`config.mk`:
```
export PLATFORM = sky130hd
export DESIGN_NAME = ddr2_cmd_monitor
export DESIGN_NICKNAME = d
export VERILOG_FILES = /design/src/rtl/ddr2_cmd_pkg.sv /design/src/rtl/ddr2_pin_decode.sv /design/src/rtl/ddr2_lp_track.sv /design/src/rtl/ddr2_burst_guard.sv /design/src/rtl/ddr2_cmd_monitor.sv
export SDC_FILE = /design/constraint.sdc
export NUM_CORES = 1
export LEC_CHECK = 0
export BUFFER_PORTS_ARGS = -buffer_cell sky130_fd_sc_hd__clkbuf_2
export CORE_MARGIN = 3
export CORE_UTILIZATION = 50
export DETAILED_ROUTE_END_ITERATION = 7
export GPL_TIMING_DRIVEN = 0
export HOLD_SLACK_MARGIN = 0.02
export PLACE_DENSITY = 0.77
export REMOVE_ABC_BUFFERS = 1
export SLEW_MARGIN = 0
export SYNTH_ARGS = -nofsm -noshare
export SYNTH_HDL_FRONTEND = slang
export SYNTH_SLANG_ARGS = --single-unit
```
`constraint.sdc`:
```
create_clock -name clk_i -period 2.2 [get_ports clk_i]
set_clock_uncertainty 0.1 [all_clocks]
set_input_delay 0.33 -clock clk_i [delete_from_list [all_inputs] [get_ports clk_i]]
set_output_delay 0.33 -clock clk_i [all_outputs]
set_load 0.01 [all_outputs]
```
`src/rtl/ddr2_cmd_pkg.sv`:
```
package ddr2_cmd_pkg;
  localparam int IDX_W = 4;
  localparam int NCMD  = 1 << IDX_W;

  typedef logic [IDX_W-1:0] cmd_idx_t;

  localparam cmd_idx_t CI_DESEL = 4'd0;
  localparam cmd_idx_t CI_NOP   = 4'd1;
  localparam cmd_idx_t CI_ACT   = 4'd2;
  localparam cmd_idx_t CI_PRE   = 4'd3;
  localparam cmd_idx_t CI_PREA  = 4'd4;
  localparam cmd_idx_t CI_WR    = 4'd5;
  localparam cmd_idx_t CI_WRA   = 4'd6;
  localparam cmd_idx_t CI_RD    = 4'd7;
  localparam cmd_idx_t CI_RDA   = 4'd8;
  localparam cmd_idx_t CI_MRS   = 4'd9;
  localparam cmd_idx_t CI_REF   = 4'd10;
  localparam cmd_idx_t CI_SRE   = 4'd11;
  localparam cmd_idx_t CI_PDE   = 4'd12;
  localparam cmd_idx_t CI_LPX   = 4'd13;
  localparam cmd_idx_t CI_HOLD  = 4'd14;
  localparam cmd_idx_t CI_ILL   = 4'd15;

  typedef enum logic [1:0] {
    LP_IDLE = 2'd0,
    LP_PDN  = 2'd1,
    LP_SREF = 2'd2
  } lp_state_e;
endpackage

```
`src/rtl/ddr2_pin_decode.sv`:
```
module ddr2_pin_decode
  import ddr2_cmd_pkg::*;
(
  input  logic     cke_prev_i,
  input  logic     cke_now_i,
  input  logic     cs_n_i,
  input  logic     ras_n_i,
  input  logic     cas_n_i,
  input  logic     we_n_i,
  input  logic     a10_i,
  output cmd_idx_t idx_o
);
  logic [2:0] rcw;
  logic       quiet;

  assign rcw   = {ras_n_i, cas_n_i, we_n_i};
  assign quiet = cs_n_i | (rcw == 3'b111);

  always_comb begin
    idx_o = CI_ILL;
    case ({cke_prev_i, cke_now_i})
      2'b00: idx_o = CI_HOLD;
      2'b01: idx_o = quiet ? CI_LPX : CI_ILL;
      2'b10: begin
        if (quiet)                         idx_o = CI_PDE;
        else if (rcw == 3'b001)            idx_o = CI_SRE;
        else                               idx_o = CI_ILL;
      end
      default: begin
        if (cs_n_i) idx_o = CI_DESEL;
        else begin
          case (rcw)
            3'b111:  idx_o = CI_NOP;
            3'b011:  idx_o = CI_ACT;
            3'b010:  idx_o = a10_i ? CI_PREA : CI_PRE;
            3'b100:  idx_o = a10_i ? CI_WRA : CI_WR;
            3'b101:  idx_o = a10_i ? CI_RDA : CI_RD;
            3'b000:  idx_o = CI_MRS;
            3'b001:  idx_o = CI_REF;
            default: idx_o = CI_ILL;
          endcase
        end
      end
    endcase
  end
endmodule

```
`src/rtl/ddr2_lp_track.sv`:
```
module ddr2_lp_track
  import ddr2_cmd_pkg::*;
(
  input  logic      clk_i,
  input  logic      rst_ni,
  input  logic      cke_i,
  input  cmd_idx_t  idx_i,
  output logic      cke_q_o,
  output lp_state_e lp_o
);
  lp_state_e lp_d;

  always_comb begin
    lp_d = lp_o;
    if (!cke_q_o && cke_i) lp_d = LP_IDLE;
    if (idx_i == CI_SRE)      lp_d = LP_SREF;
    else if (idx_i == CI_PDE) lp_d = LP_PDN;
  end

  always_ff @(posedge clk_i or negedge rst_ni) begin
    if (!rst_ni) begin
      cke_q_o <= 1'b0;
      lp_o    <= LP_IDLE;
    end else begin
      cke_q_o <= cke_i;
      lp_o    <= lp_d;
    end
  end
endmodule

```
`src/rtl/ddr2_burst_guard.sv`:
```
module ddr2_burst_guard #(
  parameter int BURST_LEN = 4
) (
  input  logic clk_i,
  input  logic rst_ni,
  input  logic rw_i,
  output logic collide_o
);
  // two beats per clock: a burst keeps the bus for BURST_LEN/2 cycles
  localparam int BUSY  = BURST_LEN / 2 - 1;
  localparam int CNT_W = $clog2(BURST_LEN);
  localparam logic [CNT_W-1:0] LOAD = CNT_W'(BUSY);

  logic [CNT_W-1:0] cnt_q, cnt_d;
  logic             busy;

  assign busy      = (cnt_q != '0);
  assign collide_o = rw_i & busy;

  always_comb begin
    if (rw_i)      cnt_d = LOAD;
    else if (busy) cnt_d = cnt_q - 1'b1;
    else           cnt_d = '0;
  end

  always_ff @(posedge clk_i or negedge rst_ni) begin
    if (!rst_ni) cnt_q <= '0;
    else         cnt_q <= cnt_d;
  end
endmodule

```
`src/rtl/ddr2_cmd_monitor.sv`:
```
module ddr2_cmd_monitor
  import ddr2_cmd_pkg::*;
#(
  parameter int BANK_W    = 2,
  parameter int BURST_LEN = 4
) (
  input  logic              clk_i,
  input  logic              rst_ni,
  input  logic              cke_i,
  input  logic              cs_ni,
  input  logic              ras_ni,
  input  logic              cas_ni,
  input  logic              we_ni,
  input  logic [BANK_W-1:0] ba_i,
  input  logic              a10_i,
  output logic [NCMD-1:0]   cmd_o,
  output logic [BANK_W-1:0] bank_o,
  output logic              ap_o,
  output logic [1:0]        lp_o,
  output logic              viol_o
);
  cmd_idx_t        idx;
  logic            cke_q;
  logic            collide;
  logic            is_rw, uses_bank, is_ap;
  logic [NCMD-1:0] oh;
  lp_state_e       lp_state;

  ddr2_pin_decode u_dec (
    .cke_prev_i (cke_q),
    .cke_now_i  (cke_i),
    .cs_n_i     (cs_ni),
    .ras_n_i    (ras_ni),
    .cas_n_i    (cas_ni),
    .we_n_i     (we_ni),
    .a10_i      (a10_i),
    .idx_o      (idx)
  );

  ddr2_lp_track u_lp (
    .clk_i   (clk_i),
    .rst_ni  (rst_ni),
    .cke_i   (cke_i),
    .idx_i   (idx),
    .cke_q_o (cke_q),
    .lp_o    (lp_state)
  );

  ddr2_burst_guard #(.BURST_LEN(BURST_LEN)) u_burst (
    .clk_i     (clk_i),
    .rst_ni    (rst_ni),
    .rw_i      (is_rw),
    .collide_o (collide)
  );

  for (genvar g = 0; g < NCMD; g++) begin : g_oh
    assign oh[g] = (idx == cmd_idx_t'(g));
  end

  assign is_rw     = oh[CI_WR] | oh[CI_WRA] | oh[CI_RD] | oh[CI_RDA];
  assign is_ap     = oh[CI_WRA] | oh[CI_RDA];
  assign uses_bank = is_rw | oh[CI_ACT] | oh[CI_PRE] | oh[CI_MRS];

  always_ff @(posedge clk_i or negedge rst_ni) begin
    if (!rst_ni) begin
      cmd_o  <= NCMD'(1) << CI_DESEL;
      bank_o <= '0;
      ap_o   <= 1'b0;
      viol_o <= 1'b0;
    end else begin
      cmd_o  <= oh;
      bank_o <= uses_bank ? ba_i : '0;
      ap_o   <= is_ap;
      viol_o <= oh[CI_ILL] | collide;
    end
  end

  assign lp_o = lp_state;
endmodule

```
==> tab_implementation.tex, run 1 <==
\begin{tabular}{lr}
\hline
Metric & Value \\
\hline
\multicolumn{2}{l}{\textbf{Outcome}} \\
\quad Status & finished clean \\
\multicolumn{2}{l}{\textbf{Route}} \\
\quad Pre-antenna DRT Iters & 4 \\
\quad Antenna-violating nets left & 0 \\
\quad Detailed-route vias per instance & 5.58 \\
\quad Detailed-route wire length per cell & between 10 and 15 um \\
\quad Wirelength, routed & 2.31 mm \\
\quad \# DRC & 0 \\
\quad Via total after detailed routing & roughly 900 \\
\quad DR iter-0 viols & 27 \\
\multicolumn{2}{l}{\textbf{Cells and area}} \\
\quad Number of nets in the finished design & between 100 and 150 \\
\quad Number of standard cells in the layout, taps in and fillers out & 162 \\
\quad Most common cell after layout, fill and taps aside & sky130\_fd\_sc\_hd\_\_clkbuf\_2 \\
\quad Syn-to-layout area delta & 14.5\% \\
\quad Leading cell types in the layout, fill and taps excluded & sky130\_fd\_sc\_hd\_\_clkbuf\_2, sky130\_fd\_sc\_hd\_\_dfrtp\_1, sky130\_fd\_sc\_hd\_\_nor2\_1 \\
\quad Antenna diode count & 0 \\
\quad Layout cell share with drive strength beyond 1 & 31.1\% \\
\quad Final-layout fill cell count & 167 \\
\multicolumn{2}{l}{\textbf{Placed design}} \\
\quad Total of buffers placed on input and output ports & 31 \\
\quad DP Cell Count & about 160 \\
\quad Gpl congestion & 0.875 \\
\quad Setup slack after placement & -0.00222 ns \\
\quad Detailed Place HPWL & 1.72 mm \\
\multicolumn{2}{l}{\textbf{CTS}} \\
\quad Clock Tree Buf Depth & 2 \\
\quad Number of CTS-inserted buffers & 3 \\
\quad Clock root buffer master & sky130\_fd\_sc\_hd\_\_clkbuf\_4 \\
\quad Max H-tree Level & 1 \\
\quad Clock-pin slew reported for the worst setup and hold paths after clock tree synthesis & roughly 0.13 ns \\
\quad Clock Latency Late Sink & about 0.30 ns \\
\quad Number of clock sinks & 25 \\
\quad Number of buffers inserted by post-CTS setup repair & 0 \\
\quad Clock tree from TritonCTS & done \\
\multicolumn{2}{l}{\textbf{Setup path}} \\
\quad Maximum fanout along the worst path & 10 \\
\quad Cell-by-cell trace of the critical path & and3b\_1, and3b\_4, or3\_4, mux2\_4, and3\_1 \\
\quad Worst setup path class & flop to flop \\
\quad Critical Path Source Type & flop \\
\quad Crit path capture type & flop \\
\quad Arrival time reported for the critical path endpoint & 2.14 ns \\
\quad Cell with the largest stage delay on the worst path & sky130\_fd\_sc\_hd\_\_dfrtp\_2 \\
\quad Critical Path Max Stage Delay & 0.49 ns \\
\quad Required time reported for the critical path endpoint & 2.31 ns \\
\multicolumn{2}{l}{\textbf{STA}} \\
\quad Number of failing hold endpoints at the final stage & 0 \\
\quad Actual slew at the worst max-slew pin & 0.571 ns \\
\quad Setup repair after global routing missed its margin & no \\
\quad Final TNS setup & 0 ns \\
\quad Shortest clock period the worst path allows after layout & $\sim$2 ns \\
\quad Peak clock frequency supported by timing & 0.491 GHz \\
\quad Worst slew margin & 61.9\% \\
\quad Final cycle utilization of the critical path & between 90\% and 100\% \\
\quad Setup slack after layout & 0.165 ns \\
\quad Setup-violating endpoint count in the final report & 0 \\
\quad Count of final max-slew check failures & 0 \\
\multicolumn{2}{l}{\textbf{Floorplanning}} \\
\quad Die area & just under 0.003 sq mm \\
\quad Width of the chip & 54.0 um \\
\quad Number of rows in the core area & 16 \\
\quad Die Height & 54.0 um \\
\quad Top-level port count & 32 \\
\quad Effective utilization at floorplan & 55.9\% \\
\quad Floorplan Core Area & 0.00206 sq mm \\
\multicolumn{2}{l}{\textbf{Global routing}} \\
\quad Sum of overflow across all layers after global routing & 0 \\
\quad First-pass GRT wire length & between 3 and 4 mm \\
\quad Vias in the first global route & $\sim$840 \\
\quad Pin count of the biggest net entering global routing & 26 \\
\quad Overall global routing resource usage & 17.7\% \\
\quad Antenna violations before repair & 0 \\
\multicolumn{2}{l}{\textbf{Job}} \\
\quad Max cap viols & 0 \\
\multicolumn{2}{l}{\textbf{Pwr}} \\
\quad Pwr/cell area & 621 mW/mm\^{}2 \\
\quad IR Drop Worst-Case VDD & around 0.00038 V \\
\quad Leakage power of the design & between 0.0006 and 0.0007 uW \\
\multicolumn{2}{l}{\textbf{Yosys}} \\
\quad Synth warn & 0 \\
\quad Combined area of all synthesized cells & roughly 0.0012 sq mm \\
\quad Cells after synthesis & 107 \\
\quad Netlist cell types & 42 \\
\quad Sequential-to-total area share from yosys stat & between 50\% and 60\% \\
\quad Synth Area per Inst & $\sim$11 sq um \\
\quad Synthesized flop and latch total & 25 \\
\multicolumn{2}{l}{\textbf{Worst hold path}} \\
\quad Worst hold-check path type & primary input to flop \\
\hline
\end{tabular}
-- registers in the layout, indices dropped and copies added, names as in the netlist --
name,count
ap_o,1
bank_o,2
u_lp.lp_o,2
u_burst.cnt_q,2
cmd_o,16
viol_o,1
u_lp.cke_q_o,1
-- worst paths after layout --
kind	start	to	slack [ns]	cells after the start
hold reg to reg	u_burst.cnt_q[0]	u_burst.cnt_q[0]	0.41	1
setup / recovery	u_lp.cke_q_o	u_burst.cnt_q[1]	0.17	5
max in group asynchronous	rst_ni	u_lp.cke_q_o	1.16	2
min in group asynchronous	rst_ni	ap_o	0.43	2
setup reg to reg	u_lp.cke_q_o	u_burst.cnt_q[1]	0.17	5
hold / removal	ba_i[1]	bank_o[1]	0.13	2
-- per-layer routing --
layer,GRT usage [%],up-vias,wire length (um)
met1,22.4,429,969
met2,31.3,36,1180
met4,3.32,0,10
met5,0,-,0
li1,-,437,-
met3,3.60,2,155
-- power breakdown --
part           leakage [uW]  internal, uW  switching (uW)
registers          0.000334           481            9.01
logic              0.000328          53.6            85.5
clock network     0.0000177          67.7             124
total              0.000679           602             219
-- Yosys cell counts, drive strengths merged --
cell type   n  area share, %
o311a       2            1.7
o22ai       3            1.6
a32o        1           0.87
and3b       3            2.6
a31o        1           0.76
nor4b       1           0.76
o221ai      1           0.76
nand3       1           0.43
nor2b       1           0.54
or3         1           0.54
a222oi      1           0.87
a211o       1           0.76
nand3b      1           0.65
mux2i       1           0.87
nand2b      4            2.2
and4        1           0.76
and3        1           0.54
a22oi       1           0.65
nand2       7            2.3
dfstp       1            2.3
and2        3            1.6
xor2        1           0.76
o21bai      1           0.65
a31oi       1           0.54
a211oi      1           0.65
clkbuf      1           0.43
o211a       1           0.87
o21ai       6            2.6
inv         2           0.65
mux2        1            1.3
nor2       16            5.2
a21boi      1           0.65
buf         7            5.2
nand4bb     1           0.98
a21oi       2           0.87
dfrtp      24             52
a21o        1           0.65
nand4       1           0.54
or2         1           0.54
a32oi       1           0.76
-- logic make-up (layout without fill, tap and decap cells) --
kind of cell	Yosys count	count (layout)	synth area share, %
XOR/XNOR	1	1	0.759
AND/OR/NAND/NOR	43	43	20.2
AO/OA/AOI/OAI	26	26	16.3
buffers and inverters	10	38	6.29
flip-flops	25	25	54.3
multiplexers	2	2	2.17
-- worst max-delay path, delay by kind of cell (launching register included) --
family / cells / cell delay, ns
flops: 1 / 0.49
simple gates: 4 / 1.06
mux: 1 / 0.29
-- cell type report --
cell class / instances / area (sq um) / share of cell area, %
clock buffers: 3 / 22.5 / 1.70
clock inverters: 1 / 5.00 / 0.379
inverters: 2 / 7.51 / 0.568
multi-input cells: 72 / 459 / 34.8
flip-flops and latches: 25 / 628 / 47.5
well taps: 27 / 33.8 / 2.56
repair buffers: 32 / 165 / 12.5
-- per-stage QoR --
| step | utilization, % | area, sq um | hold slack, ns | total power, uW |
|---|---|---|---|---|
| 5_1_grt | 64.1 | 1320 | 0.128 | 862 |
| 3_5_place_dp | 62.0 | 1280 | 0.256 | 635 |
| 4_1_cts | 63.8 | 1320 | 0.123 | 823 |
| 3_3_place_gp | 62.0 | 1280 | 0.244 | 630 |
| 2_1_floorplan | - | 1090 | -0.0656 | 571 |
| 6_report | 64.1 | 1320 | 0.126 | 821 |
-- repair_timing --
item | 4_1_cts | 5_1_grt
hold endpoints to repair | 24 | 0
endpoints found under the setup margin | 0 | 1
gates resized for setup | 0 | 2
hold buffers | 1 | 0
(Power assumes the default switching activity.)
==> inputs of run 2 (changes only) <==
- CORE_ASPECT_RATIO: not set -> 0.8
==> tab_implementation.tex, run 2 (synthesis gave the netlist of run 1 again) <==
\begin{tabular}{lr}
\hline
Metric & Value \\
\hline
\multicolumn{2}{l}{\textbf{Outcome}} \\
\quad Status & finished clean (unchanged) \\
\multicolumn{2}{l}{\textbf{Pwr}} \\
\quad Leakage power of the design & 0.000677 uW (was 0.000679 uW) \\
\quad IR Drop Worst-Case VDD & 0.000483 V (was 0.000381 V) \\
\quad Pwr/cell area & 631 mW/mm\^{}2 (was 621 mW/mm\^{}2) \\
\multicolumn{2}{l}{\textbf{Route}} \\
\quad Wirelength, routed & 2.23 mm (was 2.31 mm) \\
\quad Detailed-route vias per instance & 5.65 (was 5.58) \\
\quad DR iter-0 viols & 20 (was 27) \\
\quad Antenna-violating nets left & 0 (unchanged) \\
\quad Detailed-route wire length per cell & 14.0 um (was 14.3 um) \\
\quad Via total after detailed routing & 899 (was 904) \\
\quad Pre-antenna DRT Iters & 4 (unchanged) \\
\quad \# DRC & 0 (unchanged) \\
\multicolumn{2}{l}{\textbf{CTS}} \\
\quad Clock tree from TritonCTS & done (unchanged) \\
\quad Clock root buffer master & sky130\_fd\_sc\_hd\_\_clkbuf\_4 (unchanged) \\
\quad Number of buffers inserted by post-CTS setup repair & 0 (unchanged) \\
\quad Clock Latency Late Sink & 0.31 ns (was 0.30 ns) \\
\quad Clock Tree Buf Depth & 2 (unchanged) \\
\quad Clock-pin slew reported for the worst setup and hold paths after clock tree synthesis & 0.13 ns (about the same) \\
\quad Max H-tree Level & 1 (unchanged) \\
\quad Number of CTS-inserted buffers & 3 (unchanged) \\
\quad Number of clock sinks & 25 (unchanged) \\
\multicolumn{2}{l}{\textbf{STA}} \\
\quad Setup-violating endpoint count in the final report & 0 (unchanged) \\
\quad Final TNS setup & 0 ns (unchanged) \\
\quad Worst slew margin & 61.7\% (was 61.9\%) \\
\quad Final cycle utilization of the critical path & 93.1\% (was 92.5\%) \\
\quad Shortest clock period the worst path allows after layout & 2.05 ns (was 2.03 ns) \\
\quad Setup repair after global routing missed its margin & no (unchanged) \\
\quad Peak clock frequency supported by timing & 0.488 GHz (was 0.491 GHz) \\
\quad Actual slew at the worst max-slew pin & 0.575 ns (was 0.571 ns) \\
\quad Final hold slack & 0.111 ns (was 0.126 ns) \\
\quad Number of failing hold endpoints at the final stage & 0 (unchanged) \\
\quad Count of final max-slew check failures & 0 (unchanged) \\
\multicolumn{2}{l}{\textbf{Global routing}} \\
\quad Pin count of the biggest net entering global routing & 26 (unchanged) \\
\quad Sum of overflow across all layers after global routing & 0 (unchanged) \\
\quad Overall global routing resource usage & 16.5\% (was 17.7\%) \\
\quad Vias in the first global route & 850 (was 837) \\
\quad Antenna violations before repair & 0 (unchanged) \\
\quad First-pass GRT wire length & 3.70 mm (was 3.75 mm) \\
\multicolumn{2}{l}{\textbf{Placed design}} \\
\quad Detailed Place HPWL & 1.60 mm (was 1.72 mm) \\
\quad Total placed instance area & 0.00127 sq mm (was 0.00128 sq mm) \\
\quad Total of buffers placed on input and output ports & 31 (unchanged) \\
\quad Gpl congestion & 0.817 (was 0.875) \\
\multicolumn{2}{l}{\textbf{Worst hold path}} \\
\quad Hold path endpoint & bank\_o[0] (was bank\_o[1]) \\
\quad Worst hold stages & 2 (unchanged) \\
\quad Worst hold-check path type & primary input to flop (unchanged) \\
\quad Startpoint of the most critical hold path & ba\_i[0] (was ba\_i[1]) \\
\multicolumn{2}{l}{\textbf{Setup path}} \\
\quad Crit path capture type & flop (unchanged) \\
\quad Logic depth of the worst register-to-register path & 5 (unchanged) \\
\quad Maximum fanout along the worst path & 10 (unchanged) \\
\quad Flop2flop setup slack & 0.15 ns (was 0.17 ns) \\
\quad Critical Path Source Type & flop (unchanged) \\
\quad R2r startpoint & u\_lp.cke\_q\_o (unchanged) \\
\quad Required time reported for the critical path endpoint & 2.32 ns (was 2.31 ns) \\
\quad Reg2reg end & u\_burst.cnt\_q[1] (unchanged) \\
\quad Worst setup path class & flop to flop (unchanged) \\
\quad Arrival time reported for the critical path endpoint & 2.17 ns (was 2.14 ns) \\
\multicolumn{2}{l}{\textbf{Cells and area}} \\
\quad Syn-to-layout area delta & 14.3\% (was 14.5\%) \\
\quad Layout cell share with drive strength beyond 1 & 30.4\% (was 31.1\%) \\
\quad Final standard cell area without fillers & 0.00132 sq mm (about the same) \\
\quad Antenna diode count & 0 (unchanged) \\
\quad Register name with the most flops & cmd\_o (unchanged) \\
\quad Number of nets in the finished design & 146 (unchanged) \\
\quad Number of flip-flops in the largest register & 16 (unchanged) \\
\quad Most common cell after layout, fill and taps aside & sky130\_fd\_sc\_hd\_\_clkbuf\_2 (unchanged) \\
\quad Leading cell types in the layout, fill and taps excluded & sky130\_fd\_sc\_hd\_\_clkbuf\_2, sky130\_fd\_sc\_hd\_\_dfrtp\_1, sky130\_fd\_sc\_hd\_\_nor2\_1 (unchanged) \\
\multicolumn{2}{l}{\textbf{Floorplanning}} \\
\quad Die Height & 49.0 um (was 54.0 um) \\
\quad Width of the chip & 59.7 um (was 54.0 um) \\
\quad Die area & 0.00292 sq mm (about the same) \\
\quad Top-level port count & 32 (unchanged) \\
\quad Floorplan Core Area & 0.00203 sq mm (was 0.00206 sq mm) \\
\quad Number of rows in the core area & 14 (was 16) \\
\quad Effective utilization at floorplan & 56.8\% (was 55.9\%) \\
\multicolumn{2}{l}{\textbf{Job}} \\
\quad Max cap viols & 0 (unchanged) \\
\hline
\end{tabular}
run 2: cell count changes in the layout (fill, tap and decap cells not counted):
cell	change
sky130_fd_sc_hd__clkinv_2	-1
sky130_fd_sc_hd__dfrtp_2	-1
sky130_fd_sc_hd__dfrtp_1	+1
sky130_fd_sc_hd__clkinvlp_4	+1
run 2: final cells by class:
cell class | instances | area [sq um]
Clock buffer | 3 | 22.5
Timing Repair Buffer | 32 | 165
Multi-Input combinational cell | 72 | 459
Inverter | 2 | 7.51
Sequential cell | 25 | 627
Clock inverter | 1 | 7.51
Fill cell | 171 | 713
Tap cell | 24 | 30.0
run 2: how the worst max path moves through the flow:
stage,endpoint,slack (ns),cells past startpoint,start
after floorplan,u_burst.cnt_q[1],0.24,5,u_lp.cke_q_o
after global placement,u_burst.cnt_q[1],0.03,6,ras_ni
after detailed placement,u_burst.cnt_q[1],0.01,6,ras_ni
after CTS,u_burst.cnt_q[1],0.06,5,u_lp.cke_q_o
after global routing,u_lp.lp_o[0],0.09,5,u_lp.cke_q_o
final,u_burst.cnt_q[1],0.15,5,u_lp.cke_q_o
run 2: per-stage QoR:
step	total power [uW]	setup WS, ns	util (%)	cells
2_1_floorplan	571	0.239	-	99
3_3_place_gp	630	0.0293	62.7	154
3_5_place_dp	634	0.0104	62.7	154
4_1_cts	841	0.0623	64.7	159
5_1_grt	879	0.0889	64.9	159
6_report	832	0.151	64.9	159
run 2: critical path, stage by stage (launching register included):
cell	delay (ns)
sky130_fd_sc_hd__dfrtp_1	0.49
sky130_fd_sc_hd__and3b_1	0.25
sky130_fd_sc_hd__and3b_4	0.21
sky130_fd_sc_hd__or3_4	0.44
sky130_fd_sc_hd__mux2_4	0.29
sky130_fd_sc_hd__and3_1	0.18
run 2: routing by layer:
layer	GRT usage (%)	up-vias	part of all wire (%)	wire length (um)
met3	4.76	2	8.0	178
li1	-	436	-	-
met2	27.7	39	47	1040
met4	3.32	0	0.45	10
met1	20.9	422	45	997
met5	0	-	0	0
run 2: repair_timing:
item | in CTS | in global routing
hold buffers | 1 | 0
endpoints found under the hold margin | 24 | 0
endpoints found under the setup margin | 0 | 1
gates resized for setup | 0 | 1
run 2: where the power goes:
part,leakage [uW],internal (uW),switching (uW)
combinational,0.000328,53.5,83.7
sequential,0.000335,480,9.31
clock,0.0000139,69.5,135
total,0.000677,603,229
